==> src/rtl/uart_rr_pkg.sv <==
package uart_rr_pkg;

  typedef enum logic [1:0] {
    SVC_OFF  = 2'b00,
    SVC_IRQ  = 2'b01,
    SVC_DMA0 = 2'b10,
    SVC_DMA1 = 2'b11
  } svcMode_e;

  // control -> datapath routing strobes
  typedef struct packed {
    logic       txIrqEn;
    logic       rxIrqEn;
    logic [1:0] txDmaEn;
    logic [1:0] rxDmaEn;
    logic       rxTimeout;
  } routeStrobe_t;

  // datapath -> control receive level flags
  typedef struct packed {
    logic rxEmpty;
    logic rxUnderTrig;
  } rxFlags_t;

endpackage

==> src/rtl/uart_rr_ctrl.sv <==
module uart_rr_ctrl
  import uart_rr_pkg::*;
#(
  parameter int TIMEOUT_WORDS = 3
) (
  input  logic         clk,
  input  logic         rstN,
  input  logic         cfgWrEn,
  input  logic [1:0]   cfgTxMode,
  input  logic [1:0]   cfgRxMode,
  input  logic         wordTick,
  input  logic         rxStrobe,
  input  logic         rxFifoReset,
  input  rxFlags_t     rxFlags,
  output routeStrobe_t route,
  output logic         cfgErr
);
  localparam int CNT_W = $clog2(TIMEOUT_WORDS + 1);
  localparam logic [CNT_W-1:0] CNT_LAST = CNT_W'(TIMEOUT_WORDS - 1);

  svcMode_e txMode, rxMode;
  logic [CNT_W-1:0] wordCnt;
  logic pending;
  logic clash, newClash;

  assign newClash = cfgTxMode[1] && (cfgTxMode == cfgRxMode);
  assign clash    = txMode[1] && (txMode == rxMode);

  always_ff @(posedge clk or negedge rstN) begin
    if (!rstN) begin
      txMode <= SVC_OFF;
      rxMode <= SVC_OFF;
      cfgErr <= 1'b0;
    end else if (cfgWrEn) begin
      txMode <= svcMode_e'(cfgTxMode);
      rxMode <= svcMode_e'(cfgRxMode);
      cfgErr <= newClash;
    end
  end

  logic rxIrqMode, clearAll, countOn;
  assign rxIrqMode = (rxMode == SVC_IRQ);
  assign clearAll  = rxFifoReset || rxStrobe || rxFlags.rxEmpty || !rxIrqMode;
  assign countOn   = rxFlags.rxUnderTrig;

  always_ff @(posedge clk or negedge rstN) begin
    if (!rstN) begin
      wordCnt <= '0;
      pending <= 1'b0;
    end else if (clearAll) begin
      wordCnt <= '0;
      pending <= 1'b0;
    end else if (!countOn) begin
      wordCnt <= '0;
    end else if (wordTick) begin
      if (wordCnt == CNT_LAST) begin
        wordCnt <= '0;
        pending <= 1'b1;
      end else begin
        wordCnt <= wordCnt + 1'b1;
      end
    end
  end

  assign route.txIrqEn   = (txMode == SVC_IRQ);
  assign route.rxIrqEn   = rxIrqMode;
  assign route.rxTimeout = pending;

  for (genvar g = 0; g < 2; g++) begin : g_line
    assign route.txDmaEn[g] = (txMode == svcMode_e'(2'b10 | 2'(g))) && !clash;
    assign route.rxDmaEn[g] = (rxMode == svcMode_e'(2'b10 | 2'(g))) && !clash;
  end

  p_line_single_r6: assert property (@(posedge clk) disable iff (!rstN)
    $countones({route.txDmaEn[0], route.rxDmaEn[0]}) <= 1 &&
    $countones({route.txDmaEn[1], route.rxDmaEn[1]}) <= 1);

  p_fifo_reset_clears_r10: assert property (@(posedge clk) disable iff (!rstN)
    rxFifoReset |=> !route.rxTimeout);

  p_strobe_clears_r9: assert property (@(posedge clk) disable iff (!rstN)
    rxStrobe |=> !route.rxTimeout);

  p_mode_gate_r11: assert property (@(posedge clk) disable iff (!rstN)
    !route.rxIrqEn |=> !route.rxTimeout);

endmodule

==> src/rtl/uart_rr_datapath.sv <==
module uart_rr_datapath
  import uart_rr_pkg::*;
#(
  parameter int LVL_W = 5
) (
  input  logic             clk,
  input  logic             rstN,
  input  logic [LVL_W-1:0] txLevel,
  input  logic [LVL_W-1:0] txTrig,
  input  logic [LVL_W-1:0] rxLevel,
  input  logic [LVL_W-1:0] rxTrig,
  input  logic             rxFifoReset,
  input  routeStrobe_t     route,
  output rxFlags_t         rxFlags,
  output logic             txIrq,
  output logic             rxIrq,
  output logic [1:0]       dmaReq
);
  logic [LVL_W-1:0] rxEff;
  logic txNeed, rxNeed;

  assign rxEff  = rxFifoReset ? '0 : rxLevel;
  assign txNeed = (txLevel <= txTrig);
  assign rxNeed = (rxEff >= rxTrig);

  assign rxFlags.rxEmpty     = (rxEff == '0);
  assign rxFlags.rxUnderTrig = !rxNeed;

  assign txIrq = route.txIrqEn && txNeed;
  assign rxIrq = route.rxIrqEn && (rxNeed || route.rxTimeout);

  for (genvar g = 0; g < 2; g++) begin : g_req
    assign dmaReq[g] = (route.txDmaEn[g] && txNeed) || (route.rxDmaEn[g] && rxNeed);
  end

  p_tx_level_r3: assert property (@(posedge clk) disable iff (!rstN)
    txIrq |-> (txLevel <= txTrig));

  p_dma_no_irq_r5: assert property (@(posedge clk) disable iff (!rstN)
    (route.txDmaEn != 2'b00) |-> !txIrq);

endmodule

==> src/rtl/uart_req_router.sv <==
module uart_req_router
  import uart_rr_pkg::*;
#(
  parameter int LVL_W         = 5,
  parameter int TIMEOUT_WORDS = 3
) (
  input  logic             clk,
  input  logic             rstN,
  input  logic             cfgWrEn,
  input  logic [1:0]       cfgTxMode,
  input  logic [1:0]       cfgRxMode,
  input  logic [LVL_W-1:0] txLevel,
  input  logic [LVL_W-1:0] txTrig,
  input  logic [LVL_W-1:0] rxLevel,
  input  logic [LVL_W-1:0] rxTrig,
  input  logic             wordTick,
  input  logic             rxStrobe,
  input  logic             rxFifoReset,
  output logic             txIrq,
  output logic             rxIrq,
  output logic [1:0]       dmaReq,
  output logic             cfgErr
);
  routeStrobe_t route;
  rxFlags_t     rxFlags;

  uart_rr_ctrl #(.TIMEOUT_WORDS(TIMEOUT_WORDS)) ctrl_i (
    .clk(clk), .rstN(rstN), .cfgWrEn(cfgWrEn), .cfgTxMode(cfgTxMode),
    .cfgRxMode(cfgRxMode), .wordTick(wordTick), .rxStrobe(rxStrobe),
    .rxFifoReset(rxFifoReset), .rxFlags(rxFlags), .route(route), .cfgErr(cfgErr)
  );

  uart_rr_datapath #(.LVL_W(LVL_W)) dp_i (
    .clk(clk), .rstN(rstN), .txLevel(txLevel), .txTrig(txTrig),
    .rxLevel(rxLevel), .rxTrig(rxTrig), .rxFifoReset(rxFifoReset),
    .route(route), .rxFlags(rxFlags), .txIrq(txIrq), .rxIrq(rxIrq), .dmaReq(dmaReq)
  );

  p_err_quiet_r6: assert property (@(posedge clk) disable iff (!rstN)
    cfgErr |-> (dmaReq == 2'b00));

  p_disabled_quiet_r2: assert property (@(posedge clk) disable iff (!rstN)
    (!route.rxIrqEn && route.rxDmaEn == 2'b00 && !route.txIrqEn && route.txDmaEn == 2'b00)
      |-> (!txIrq && !rxIrq && dmaReq == 2'b00));

endmodule

==> config.mk <==
export PLATFORM = sky130hd
export DESIGN_NAME = uart_req_router
export DESIGN_NICKNAME = d
export VERILOG_FILES = /design/src/rtl/uart_rr_pkg.sv /design/src/rtl/uart_rr_ctrl.sv /design/src/rtl/uart_rr_datapath.sv /design/src/rtl/uart_req_router.sv
export SDC_FILE = /design/constraint.sdc
export NUM_CORES = 1
export LEC_CHECK = 0
export BUFFER_PORTS_ARGS = -buffer_cell sky130_fd_sc_hd__buf_4
export CAP_MARGIN = 10
export CORE_AREA = 2 2 46 48
export CTS_CLUSTER_SIZE = 10
export DETAILED_ROUTE_END_ITERATION = 10
export DIE_AREA = 0 0 48 50
export PLACE_DENSITY = 0.78
export SYNTH_ARGS = -nofsm -noshare
export SYNTH_HDL_FRONTEND = slang
export SYNTH_SLANG_ARGS = --single-unit
==> constraint.sdc <==
create_clock -name clk -period 1.8 [get_ports clk]
set_input_delay 0.36 -clock clk [delete_from_list [all_inputs] [get_ports clk]]
set_output_delay 0.36 -clock clk [all_outputs]
set_load 0.1 [all_outputs]
==> metrics.yaml, run 1 <==
global_routing:
  overflow: 0
  track_usage: 0.1877
  grt_pass1_vias: 804
  grt_antenna_before_repair: 0
  grt_pass1_wl_um: 3215
  grt_max_degree: 9
hold_path:
  hold_start: "cfgTxMode[0]"
  holdPathStages: 3
  hp-class: "primary input to register"
setup_path:
  critPathCaptureType: "output port"
  r2r_slack_ps: 530
  worst_setup_path_start_kind: "primary input"
  crit_start: "rxFifoReset"
  r2r_cells: 4
  critPathMaxFanout: 5
  slowest_stage: "o21a_4"
  slowest_delay_ps: 240
  critical_path_depth: 8
  worstSetupPathType: "primary input to output port"
  cp_cell_sequence: "buf_12 -> nor2b_4 -> ha_4 -> a21o_1 -> a31oi_4 -> o21ai_4 -> o21a_4 -> buf_12"
  required_ps: 1440
  path_common_cell: "buf_12"
  r2r_start: "ctrl_i.rxMode[1]"
  arrival_ps: 1690
  cp_num_buf_inv: 2
  crit_family: "compound AO/OA/AOI/OAI gates"
power_and_ir_drop:
  power_frac_seq: 0.279
  powerDensity_mw_per_mm2: 515.4
  p_int_mw: 0.4567
  irDropWorstVdd_uv: 367.8
  p_total_mw: 0.7249
  sw_frac_of_total: 0.3700
  switching_power_mw: 0.2682
  pwr-share-clk: 0.187
  p_comb_frac: 0.534
  leakagePower_nw: 0.6439
synthesis:
  synth_area_um2: 740.7
  ys_warn_count: 0
  synth.distinct_cells: 27
  synthXorXnorAreaFrac: 0.01182
  syn_avg_cell_area_um2: 8.924
  synthAdderAreaFrac: 0.1689
  synth_mux_area_frac: 0.07432
  synthSimpleGateAreaFrac: 0.2111
  ys_ff_latch: 8
  synthCells: 83
  yosysSeqAreaShare: 0.2703
  async_reset_ff_frac: 1.000
  syn_nets: 123
  synth_top_flop_cell: "dfrtp_1"
  synth_top_family_by_area: "simple AND/OR/NAND/NOR gates"
  synth-edff-count: 0
  synth_compound_area_frac: 0.1976
timing:
  fmax_ghz: 0.4867
  worstMarginPinSlew_ps: 262.8
  setup_tns_ps: -919.7
  fin_ws_ps: -254.8
  min_period_over_period: 1.142
  slew_headroom: 0.8241
  rsz0062_at_grt: "true"
  hold_slack_ps: 334.8
  finClkSkew_ps: 2.061
  fin_crit_ps: 2055
  setup-violations-final: 4
  finalHoldViolations: 0
  report.final.slew_viol_count: 0
finish:
  fillerInstances: 150
  stdcell_count: 155
  area_growth_pct: 89.87
  nets: 170
  drive_gt1_frac: 0.5938
  mostFrequentLayoutCell: "buf_4"
  n_antenna_cell: 0
  layout_common_cells: "buf_4 (30), inv_1 (8), dfrtp_1 (8), ha_4 (7)"
detailed_routing:
  vias: 762
  post_drt_wl_per_cell_um: 12.85
  ant_nets: 0
  first_iter_violations: 4
  wl_um: 1992
  drt-pass1-iter-count: 3
  vias_per_cell: 4.916
  route.detailed.drc: 0
place:
  gp_congestion: 0.7032
  place_inst: 149
  numPortBuffers: 34
  dp_hpwl_um: 1528
clock_tree:
  clock-sinks: 8
  numCtsBuffers: 3
  clock_latency_ps: 250
  clk_pin_slew_worst_paths_ps: 50
  cts_tree: "built"
  cts_buffer_depth: 2
  h-tree-depth: 1
  root_buffer: "clkbuf_4"
job:
  max_cap_violations: 0
floorplanning:
  die_h_um: 50
  floorplan.initialDensity: 0.3895
  core-area_mm2: 0.001902
  row_count: 16
  die_x_um: 48
  ios: 35
  dieArea_mm2: 0.002400
status:
  violations: "setup timing"
  status: "complete, but fails checks"
==> cell type report <==
cell class | count | area, µm² | area share
clock buffers | 3 | 22.52 | 0.01601
flip-flops and latches | 8 | 200.2 | 0.1423
inverters | 12 | 47.55 | 0.03381
repair buffers | 43 | 417.9 | 0.2972
well taps | 27 | 33.78 | 0.02402
multi-input cells | 62 | 684.4 | 0.4867
==> metrics by stage <==
stage	setup slack, ps	instance area [µm²]	util
final	-254.8	1406	0.7395
after detailed placement	-424.0	1160	0.6099
after CTS	-241.9	1365	0.7178
after global placement	-386.6	1160	0.6099
after global routing	-296.3	1406	0.7395
after floorplan	-555.6	829.5	-
==> power groups by stage <==
stage / Combinational, mW / Sequential, mW / Clock [mW]
after floorplan: 0.190 / 0.214 / 0
after global routing: 0.415 / 0.203 / 0.155
after detailed placement: 0.310 / 0.205 / 0
after CTS: 0.376 / 0.202 / 0.145
final: 0.387 / 0.202 / 0.135
after global placement: 0.301 / 0.205 / 0
==> worst reg2reg max path: stages (launching register included) <==
cell and delay (ps):
dfrtp_1 400, nor2b_1 190, nor3b_2 280, nand2_1 100, nor3_1 200
==> metal layers <==
metal,vias up,track usage,wire [µm]
li1,382,-,-
met1,348,0.1763,708
met2,28,0.3467,1135
met3,4,0.06227,124
met4,0,0.07207,25
met5,-,0,0
==> repair_timing <==
item                                    4_1_cts  5_1_grt
gates resized for setup                      35        6
endpoints found under the setup margin        4        4
buffers inserted                              1        1
pin swaps                                    15        8
hold buffers                                  1        0
cloned                                        0        0
endpoints found under the hold margin         8        0
==> cells in the mapped netlist (2+ instances only) <==
cell type  number  area (µm²)
a21oi_1         3       15.01
dfrtp_1         8       200.2
ha_1           10       125.1
inv_1          12       45.04
mux2_2          4       45.04
nand2_1         6       22.52
nand2b_1        3       18.77
nand3_1         6       30.03
nor2_1          4       15.01
nor2b_1         5       31.28
nor3_1          2       10.01
o21ai_0         3       15.01
o21bai_1        2       15.01
o2bb2ai_2       2       30.03
==> cells by family after synthesis <==
group / Yosys count
compound gates: 17
xor+xnor: 1
fa+ha+maj: 10
buf+inv: 13
flops: 8
mux: 5
simple gates: 29
==> worst paths after layout <==
kind | to
min in group asynchronous | ctrl_i.cfgErr
max in group asynchronous | ctrl_i.wordCnt[1]
worst max-delay path | rxIrq
worst max register to register | ctrl_i.wordCnt[1]
worst min register to register | ctrl_i.cfgErr
worst min-delay path | ctrl_i.txMode[0]
==> flip-flops by register name, indices dropped and copies added, names as in the netlist <==
name	cells
ctrl_i.rxMode	2
ctrl_i.txMode	2
ctrl_i.wordCnt	2
ctrl_i.cfgErr	1
ctrl_i.pending	1
Note: power is estimated with default switching activity, not from simulation.
==> inputs of run 2 (changes only) <==
Settings changed: CORE_AREA 2 2 46 48 to 2 2 43 45, DIE_AREA 0 0 48 50 to 0 0 45 47, PLACE_DENSITY 0.78 to 0.84.
Clock period 1.8 ns to 2.64 ns, I/O delays scaled along.
==> run 2 against run 1 <==
The run now ends clean; power decreased by 41%; hold slack got worse by 250 ps; worst setup slack better by 310 ps; core utilization fell by 8.0 points; combinational power decreased by 50%; critical endpoint is now dmaReq[1]; largest cell class unchanged; largest power group unchanged; highest routed layer unchanged.
==> metrics.yaml, run 2 (synthesis results as in run 1) <==
finish:
  drive_gt1_frac: 0.4250
  final_area_mm2: 0.001090
  layout_common_cells: "buf_4 (35), inv_1 (12), ha_1 (10), dfrtp_1 (8)"
  stdcell_count: 137
  mostFrequentLayoutCell: "buf_4"
  top_regs: "ctrl_i.rxMode x2, ctrl_i.txMode x2, ctrl_i.wordCnt x2"
  area_growth_pct: 47.13
  nets: 162
  n_antenna_cell: 0
clock_tree:
  clock_latency_ps: 250
  hold_buffers: 0
  h-tree-depth: 1
  clk_pin_slew_worst_paths_ps: 50
  postCtsSetupBuffers: 0
  cts_tree: "built"
  cts_buffer_depth: 2
  root_buffer: "clkbuf_4"
  clock-sinks: 8
  numCtsBuffers: 3
setup_path:
  r2r_cells: 4
  critPathMaxFanout: 3
  r2r_start: "ctrl_i.rxMode[0]"
  arrival_ps: 2050
  critPathCaptureType: "output port"
  worstSetupPathType: "primary input to output port"
  worst_setup_path_start_kind: "primary input"
  required_ps: 2110
  r2r_slack_ps: 1380
  reg2reg_to: "ctrl_i.wordCnt[0]"
global_routing:
  track_usage: 0.1736
  grt_max_degree: 9
  grt_pass1_wl_um: 2677
  grt_pass1_vias: 697
  overflow: 0
  grt_antenna_before_repair: 0
timing:
  setup_tns_ps: 0
  rsz0062_at_grt: "false"
  fmax_ghz: 0.3873
  fin_crit_ps: 2582
  slew_headroom: 0.8008
  finClkSkew_ps: 3.845
  worstMarginPinSlew_ps: 297.6
  fin_ws_ps: 57.98
  min_period_over_period: 0.9780
  report.final.slew_viol_count: 0
  finalHoldViolations: 0
  setup-violations-final: 0
floorplanning:
  floorplan.initialDensity: 0.4485
  die_x_um: 45
  dieArea_mm2: 0.002115
  die_h_um: 47
  ios: 35
  row_count: 15
  core-area_mm2: 0.001652
detailed_routing:
  vias_per_cell: 5.226
  post_drt_wl_per_cell_um: 12.07
  wl_um: 1654
  first_iter_violations: 3
  ant_nets: 0
  route.detailed.drc: 0
  vias: 716
  drt-pass1-iter-count: 3
place:
  gp_congestion: 0.8125
  pre_cts_slack_ps: -14.25
  place_inst: 134
  numPortBuffers: 34
  placed_area_mm2: 0.001054
  dp_hpwl_um: 1456
hold_path:
  hp-class: "primary input to async pin"
status:
  status: "finished clean"
power_and_ir_drop:
  powerDensity_mw_per_mm2: 390.8
  leakagePower_nw: 0.5579
  irDropWorstVdd_uv: 275.8
job:
  max_cap_violations: 0
run 2: cell count changes in the layout (fill, tap and decap cells not counted), moves of 2 or more:
cell | previous run | this run
buf_4 | 30 | 35
buf_12 | 5 | 0
inv_1 | 8 | 12
ha_1 | 2 | 10
nor2b_4 | 3 | 0
nand2b_1 | 1 | 3
inv_2 | 3 | 0
nand2b_4 | 2 | 0
ha_4 | 7 | 0
nor2b_1 | 2 | 5
buf_6 | 6 | 0
run 2: timing repair:
action | CTS | global route
setup endpoints to repair | 3 | 3
resized for setup | 0 | 2
pin swaps | 1 | 0
run 2: worst max path at each step:
stage	start	endpoint	slack (ps)	depth (start not counted)
floorplan	txTrig[2]	txIrq	-100	6
global placement	rxFifoReset	rxIrq	70	8
detailed placement	rxFifoReset	rxIrq	-10	8
CTS	rxFifoReset	rxIrq	7	8
global route	txLevel[2]	dmaReq[1]	8	7
finish	txLevel[2]	dmaReq[1]	60	7
run 2: area by class of cell:
| cell class | count | area, µm² |
|---|---|---|
| fill | 156 | 561.8 |
| multi-input combinational | 62 | 538.0 |
| timing repair buffer | 35 | 262.8 |
| sequential | 8 | 200.2 |
| inverter | 12 | 45.04 |
| clock buffer | 3 | 22.52 |
| tap | 17 | 21.27 |
run 2: routing by layer:
metal / global-route usage / part of all wire / vias to the layer above
met4: 0.08824 / 0.016 / 0
met5: 0 / 0 / -
met1: 0.1981 / 0.39 / 331
li1: - / - / 365
met3: 0.02692 / 0.038 / 4
met2: 0.3143 / 0.55 / 16
run 2: worst max-delay path: stages:
cell and delay, ps:
buf_4 110, ha_1 320, a211oi_2 220, nor2_1 80
o32a_4 350, o2bb2ai_4 140, buf_4 300
run 2: power breakdown:
group          switching (mW)  total (mW)  internal, mW
clock network          0.0404      0.0923        0.0519
registers             0.00820       0.138         0.130
logic                   0.114       0.195        0.0810
total                   0.163       0.426         0.263
run 2: per-stage QoR:
stage,utilization,power [mW],hold slack (ps)
5_1_grt,0.6598,0.4512,82.56
3_3_place_gp,0.6379,0.3266,348.3
4_1_cts,0.6515,0.4270,76.73
3_5_place_dp,0.6379,0.3331,351.1
2_1_floorplan,-,0.2684,232.4
6_report,0.6598,0.4259,82.01
